<file path="src/rtl/trig_out_pkg.sv">
package trig_out_pkg;

  localparam int NUM_REF = 4;

  typedef enum logic [1:0] {
    SLV_FREE    = 2'b00,
    SLV_GATED   = 2'b01,
    SLV_RESTART = 2'b10,
    SLV_SPARE   = 2'b11
  } slave_mode_e;

  typedef enum logic [2:0] {
    MM_SWRESET = 3'b000,
    MM_ENABLE  = 3'b001,
    MM_UPDATE  = 3'b010,
    MM_CC1PUL  = 3'b011,
    MM_REF1    = 3'b100,
    MM_REF2    = 3'b101,
    MM_REF3    = 3'b110,
    MM_REF4    = 3'b111
  } master_mode_e;

  // strobes from control to the counting datapath
  typedef struct packed {
    logic run;       // counting allowed this cycle
    logic clear;     // clear counter and prescaler
    logic swUpdate;  // software update request
  } cnt_ctrl_t;

  // trigger-side sources handed to the output selector
  typedef struct packed {
    logic enLevel;   // counter enable as seen on the trigger output
    logic resetMark; // pulse for mode 000
  } trg_src_t;

endpackage

</file>
<file path="src/rtl/trig_out_ctrl.sv">
module trig_out_ctrl
  import trig_out_pkg::*;
(
  input  logic       clk,
  input  logic       rstN,
  input  logic       ugStrobe,
  input  logic       cntEnBit,
  input  logic       trigIn,
  input  logic [1:0] slaveMode,
  input  logic       msmSync,
  output cnt_ctrl_t  cntCtl,
  output trg_src_t   trgSrc
);

  logic trigQ, trigQ2;
  slave_mode_e sm;
  logic trigLive, riseLive, riseLate;
  logic runSel, restartSel;

  always_ff @(posedge clk) begin
    if (!rstN) begin
      trigQ  <= 1'b0;
      trigQ2 <= 1'b0;
    end else begin
      trigQ  <= trigIn;
      trigQ2 <= trigQ;
    end
  end

  assign sm       = slave_mode_e'(slaveMode);
  // one-clock-late view of the trigger, used for the output path always
  assign riseLate = trigQ & ~trigQ2;
  // counter view: immediate, or held back to line up with the output
  assign trigLive = msmSync ? trigQ : trigIn;
  assign riseLive = msmSync ? riseLate : (trigIn & ~trigQ);

  always_comb begin
    runSel     = cntEnBit;
    restartSel = 1'b0;
    unique case (sm)
      SLV_GATED:   runSel     = trigLive;
      SLV_RESTART: restartSel = riseLive;
      default:     ;
    endcase
  end

  always_comb begin
    cntCtl.run      = runSel;
    cntCtl.clear    = ugStrobe | restartSel;
    cntCtl.swUpdate = ugStrobe;
    trgSrc.enLevel   = (sm == SLV_GATED) ? trigQ : cntEnBit;
    trgSrc.resetMark = ugStrobe | ((sm == SLV_RESTART) & riseLate);
  end

endmodule

</file>
<file path="src/rtl/trig_out_datapath.sv">
module trig_out_datapath
  import trig_out_pkg::*;
#(
  parameter int CNT_W = 8,
  parameter int PSC_W = 8,
  localparam int CMP_W = NUM_REF * CNT_W
) (
  input  logic               clk,
  input  logic               rstN,
  input  cnt_ctrl_t          cntCtl,
  input  logic [PSC_W-1:0]   pscDiv,
  input  logic [CNT_W-1:0]   reloadVal,
  input  logic [CMP_W-1:0]   cmpVals,
  output logic [CNT_W-1:0]   cnt,
  output logic               updEvt,
  output logic               cc1Evt,
  output logic [NUM_REF-1:0] ocRef
);

  logic [PSC_W-1:0] pscCnt;
  logic             pscTick;
  logic             atTop;
  logic             stepNow;
  logic [CNT_W-1:0] cntNext;

  assign pscTick = (pscCnt >= pscDiv);
  assign atTop   = (cnt >= reloadVal);
  assign cntNext = atTop ? '0 : cnt + 1'b1;
  assign stepNow = cntCtl.run & pscTick & ~cntCtl.clear;

  always_ff @(posedge clk) begin
    if (!rstN) begin
      cnt    <= '0;
      pscCnt <= '0;
    end else if (cntCtl.clear) begin
      cnt    <= '0;
      pscCnt <= '0;
    end else if (cntCtl.run) begin
      if (pscTick) begin
        pscCnt <= '0;
        cnt    <= cntNext;
      end else begin
        pscCnt <= pscCnt + 1'b1;
      end
    end
  end

  assign updEvt = cntCtl.swUpdate | (stepNow & atTop);
  assign cc1Evt = stepNow & (cntNext == cmpVals[CNT_W-1:0]);

  for (genvar g = 0; g < NUM_REF; g++) begin : g_ref
    assign ocRef[g] = (cnt >= cmpVals[g*CNT_W +: CNT_W]);
  end

endmodule

</file>
<file path="src/rtl/trig_out_mux.sv">
module trig_out_mux
  import trig_out_pkg::*;
(
  input  logic               clk,
  input  logic               rstN,
  input  logic [2:0]         masterMode,
  input  trg_src_t           trgSrc,
  input  logic               updEvt,
  input  logic               cc1Evt,
  input  logic [NUM_REF-1:0] ocRef,
  output logic               trgo
);

  master_mode_e mm;
  logic         srcSel;

  assign mm = master_mode_e'(masterMode);

  always_comb begin
    unique case (mm)
      MM_SWRESET: srcSel = trgSrc.resetMark;
      MM_ENABLE:  srcSel = trgSrc.enLevel;
      MM_UPDATE:  srcSel = updEvt;
      MM_CC1PUL:  srcSel = cc1Evt;
      default:    srcSel = ocRef[masterMode[1:0]];
    endcase
  end

  always_ff @(posedge clk) begin
    if (!rstN) trgo <= 1'b0;
    else       trgo <= srcSel;
  end

endmodule

</file>
<file path="src/rtl/trig_out_sel.sv">
module trig_out_sel
  import trig_out_pkg::*;
#(
  parameter int CNT_W = 8,
  parameter int PSC_W = 8,
  localparam int CMP_W = NUM_REF * CNT_W
) (
  input  logic             clk,
  input  logic             rstN,
  input  logic             ugStrobe,
  input  logic             cntEnBit,
  input  logic             trigIn,
  input  logic [1:0]       slaveMode,
  input  logic             msmSync,
  input  logic [2:0]       masterMode,
  input  logic [PSC_W-1:0] pscDiv,
  input  logic [CNT_W-1:0] reloadVal,
  input  logic [CMP_W-1:0] cmpVals,
  output logic [CNT_W-1:0] cntOut,
  output logic             trgo
);

  cnt_ctrl_t          cntCtl;
  trg_src_t           trgSrc;
  logic               updEvt;
  logic               cc1Evt;
  logic [NUM_REF-1:0] ocRef;

  trig_out_ctrl u_ctrl (
    .clk(clk), .rstN(rstN), .ugStrobe(ugStrobe), .cntEnBit(cntEnBit),
    .trigIn(trigIn), .slaveMode(slaveMode), .msmSync(msmSync),
    .cntCtl(cntCtl), .trgSrc(trgSrc)
  );

  trig_out_datapath #(.CNT_W(CNT_W), .PSC_W(PSC_W)) u_dp (
    .clk(clk), .rstN(rstN), .cntCtl(cntCtl), .pscDiv(pscDiv),
    .reloadVal(reloadVal), .cmpVals(cmpVals), .cnt(cntOut),
    .updEvt(updEvt), .cc1Evt(cc1Evt), .ocRef(ocRef)
  );

  trig_out_mux u_mux (
    .clk(clk), .rstN(rstN), .masterMode(masterMode), .trgSrc(trgSrc),
    .updEvt(updEvt), .cc1Evt(cc1Evt), .ocRef(ocRef), .trgo(trgo)
  );

endmodule

</file>
<file path="config.mk">
export PLATFORM = sky130hd
export DESIGN_NAME = trig_out_sel
export DESIGN_NICKNAME = d
export VERILOG_FILES = /design/src/rtl/trig_out_pkg.sv /design/src/rtl/trig_out_ctrl.sv /design/src/rtl/trig_out_datapath.sv /design/src/rtl/trig_out_mux.sv /design/src/rtl/trig_out_sel.sv
export SDC_FILE = /design/constraint.sdc
export NUM_CORES = 1
export LEC_CHECK = 0
export ABC_AREA = 1
export ABC_CLOCK_PERIOD_IN_PS = 2090
export BUFFER_PORTS_ARGS = -buffer_cell sky130_fd_sc_hd__buf_2
export CAP_MARGIN = 20
export CORE_MARGIN = 2
export CORE_UTILIZATION = 35
export CTS_CLUSTER_SIZE = 12
export DETAILED_ROUTE_END_ITERATION = 10
export PLACE_DENSITY = 0.57
export SLEW_MARGIN = 0
export SYNTH_ARGS = -nofsm -noshare
export SYNTH_HDL_FRONTEND = slang
export SYNTH_SLANG_ARGS = --single-unit
</file>
<file path="constraint.sdc">
create_clock -name clk -period 2.09 [get_ports clk]
set_input_delay 0.1045 -clock clk [delete_from_list [all_inputs] [get_ports clk]]
set_output_delay 0.1045 -clock clk [all_outputs]
set_load 0.005 [all_outputs]
</file>
==> results.cfg <==
[run_status]
status = finished clean

[setup_path]
cp.required_ns = 2.29
rr_worst_depth = 16
cp_slowest_cell = dfxtp_4
critPathMaxStageDelay_ns = 0.37
r2r_setup_slack_ns = 0.11
r2r_end = u_mux.trgo$_SDFF_PN0_
cp.arrival_ns = 2.18
cp-end-kind = flop
path_cells = ha_4 > nand2_1 > nor2_2 > nor2_2 > nand2_2 > nand2_4 > buf_4 > nand4_1 > nand2_1 > nor2_1 > nand2_1 > nor2_1 > nand2_1 > nand2_1 > nand2_1 > a21oi_2
critical_path_class = reg2reg
cp_max_fo = 6
crit_path_start_kind = flop
r2r-start = u_dp.cnt[1]$_SDFFE_PP0P_
crit_top_cell = nand2_1

[power]
vdd_drop_max_v = 0.0002248
total_power_uw = 843.1
seqPwrFrac_pct = 43.6
power.density_nw_per_um2 = 270.3
intPower_uw = 592.8
switching_power_uw = 250.2
p_leak_nw = 1.888
p_sw_share_pct = 29.68
clock_power_share_pct = 31.5
power_frac_comb_pct = 24.9

[placed_design]
port_buffers = 67
hpwl_mm = 5.526
place.gp.congestion = 0.8903
placedCellCount = 532
dpl_cell_area_um2 = 2950

[yosys]
synth_top_family_by_area = simple AND/OR/NAND/NOR gates
synth_top_area_cell = ha_1
synthDistinctLibCells = 30
synthMuxAreaShare_pct = 0
synth_xor_area_share_pct = 1.812
synthSimpleGateAreaFrac_pct = 28.36
synth_area_leaders = ha_1, dfxtp_1, inv_1, nand2_1, a21oi_1
synth_nets = 482
netlist.area_leader.share_pct = 25.88
synth_area_um2 = 2417
post_synth.cell_area_avg_um2 = 6.481
syn_inst = 373
ys_seq_elements = 19
synthAdderAreaFrac_pct = 25.88
ys_seq_area_share_pct = 15.73
synth_compound_area_share_pct = 13.56
synth_warnings = 0

[flow_run]
drv_cap = 0

[sta]
slew_violations = 0
skew_ns = 0.003721
rsz0062_at_grt = yes
min_period_ns = 1.977
tightest_slew_ns = 0.3024
whs_ns = 0.04542
hold_violations = 0
slew-limit-headroom_pct = 79.84
clock.fmax_mhz = 505.8
finalSetupViolCount = 0
finalCritPeriodShare_pct = 94.60

[floorplanning]
core_um2 = 6756
num_io_pins = 68
die_x_um = 87.11
num_rows = 30
die_area_um2 = 7587
initial_core_util_pct = 35.78
die_h_um = 87.11

[finish]
final_common_cell = inv_1
nets = 571
layout_common_cells = inv_1, nand2_1, buf_2
num_antenna_cells = 0
syn2layout_area_growth_pct = 29.04
design_area_um2 = 3119
drive_gt1_share_pct = 25.38
fin_cells = 541

[cts]
cts_tree = done
clk_pin_slew_ns = 0.08
htreeDepth = 1
root_buffer = clkbuf_8
worst_skew_pair.late_latency_ns = 0.26
clk_path_buf_depth = 2
numCtsBuffers = 3
clock-sinks = 19

[global_route]
grt_antenna_before_repair = 0
grt_pass1_wl_mm = 10.67
grtUsageTotal_pct = 17.87
grt_pass1_vias = 2351
grt_max_degree = 13
grt_overflow_total = 0

[min_path]
worstHoldStart = trigIn
hold_class = in2reg
holdPathEnd = u_ctrl.trigQ$_SDFF_PN0_
holdPathStages = 3

[detailed_routing]
first_iter_violations = 107
drc = 0
routed_wl_mm = 6.628
dr.pass1.iters = 4
wire_per_inst_um = 12.25
vias_per_cell = 4.789
vias = 2591
final_antenna_net_count = 0
-- metrics by stage --
| stage | utilization (%) | TNS [ns] | setup slack [ns] |
|---|---|---|---|
| after CTS | 44.35 | 0 | 0.008673 |
| after global placement | 43.67 | 0 | 0.003247 |
| after floorplan | - | 0 | 0.1915 |
| after detailed placement | 43.67 | 0 | 0.04117 |
| final | 46.17 | 0 | 0.1128 |
| after global routing | 46.17 | -0.06918 | -0.02300 |
-- worst max-delay path by stage --
stage                             startpoint  depth (start not counted)  slack, ns               endpoint
floorplan           u_dp.cnt[3]$_SDFFE_PP0P_                         17       0.19  u_mux.trgo$_SDFF_PN0_
global placement    u_dp.cnt[1]$_SDFFE_PP0P_                         16      0.003  u_mux.trgo$_SDFF_PN0_
detailed placement  u_dp.cnt[1]$_SDFFE_PP0P_                         16       0.04  u_mux.trgo$_SDFF_PN0_
CTS                 u_dp.cnt[1]$_SDFFE_PP0P_                         16      0.009  u_mux.trgo$_SDFF_PN0_
global route        u_dp.cnt[0]$_SDFFE_PP0P_                         17      -0.02  u_mux.trgo$_SDFF_PN0_
finish              u_dp.cnt[1]$_SDFFE_PP0P_                         16       0.11  u_mux.trgo$_SDFF_PN0_
-- metal layers --
layer | share of wire, % | vias up | track usage, %
met5 | 0 | - | 0
met1 | 44 | 1143 | 21.97
met3 | 4.9 | 2 | 3.033
met2 | 51 | 53 | 32.82
met4 | 0.60 | 0 | 3.217
li1 | - | 1393 | -
-- state kept, by name, summed over array words and instances (netlist names) --
register       flops
u_dp.cnt           8
u_mux.trgo         1
u_ctrl.trigQ2      1
u_dp.pscCnt        8
u_ctrl.trigQ       1
-- synth_stat cells --
library cell  count
ha_1             50
a221o_1           1
xor2_1            5
nand2_1          78
nand3b_1          1
nand3_2           2
nor2_2            2
a21oi_1          30
a221oi_1          1
buf_2             1
o21ai_1           1
o31ai_1           1
nand4_1          14
o21a_1            1
o21ai_0          16
buf_6             2
o2111ai_1         4
nor3b_1           4
nor2_4            1
inv_1            87
nor3_2            1
nand3_1          15
nand2_2           4
a21oi_2           1
and3_1            1
nor2_1           26
nor3_1            2
dfxtp_1          19
a21o_1            1
a211oi_1          1
-- power by group through the flow --
stage               Sequential (mW)  Combinational (mW)  Clock, mW
global route                  0.368               0.245      0.297
global placement              0.377               0.197          0
detailed placement            0.377               0.202          0
CTS                           0.368               0.203      0.277
floorplan                     0.377               0.112          0
finish                        0.367               0.210      0.266
-- repair_timing --
action,in CTS,in global routing
buffers inserted,0,4
resized for setup,0,19
endpoints found under the setup margin,0,4
hold buffers,0,0
-- cell type report --
| cell class | count | area [um^2] |
|---|---|---|
| fill | 728 | 3637 |
| multi-input combinational | 265 | 1765 |
| timing repair buffer | 86 | 494.2 |
| sequential | 19 | 386.6 |
| inverter | 87 | 326.6 |
| tap | 80 | 100.1 |
| clock buffer | 3 | 41.29 |
| clock inverter | 1 | 5.005 |
-- critical path, delay by kind of cell, from the launching register on --
kind                     cells  cell delay [ns]
buffers and inverters        1             0.15
AND/OR/NAND/NOR             13             1.03
AO/OA/AOI/OAI                1             0.10
flip-flops                   1             0.37
adder cells (fa/ha/maj)      1             0.26
-- cell families (layout without fill, tap and decap cells) --
logic type | Yosys count | in the layout
AND/OR/NAND/NOR | 151 | 152
buffers and inverters | 90 | 177
AO/OA/AOI/OAI | 58 | 58
adder cells (fa/ha/maj) | 50 | 50
XOR/XNOR | 5 | 5
flip-flops | 19 | 19
(Power assumes the default switching activity.)
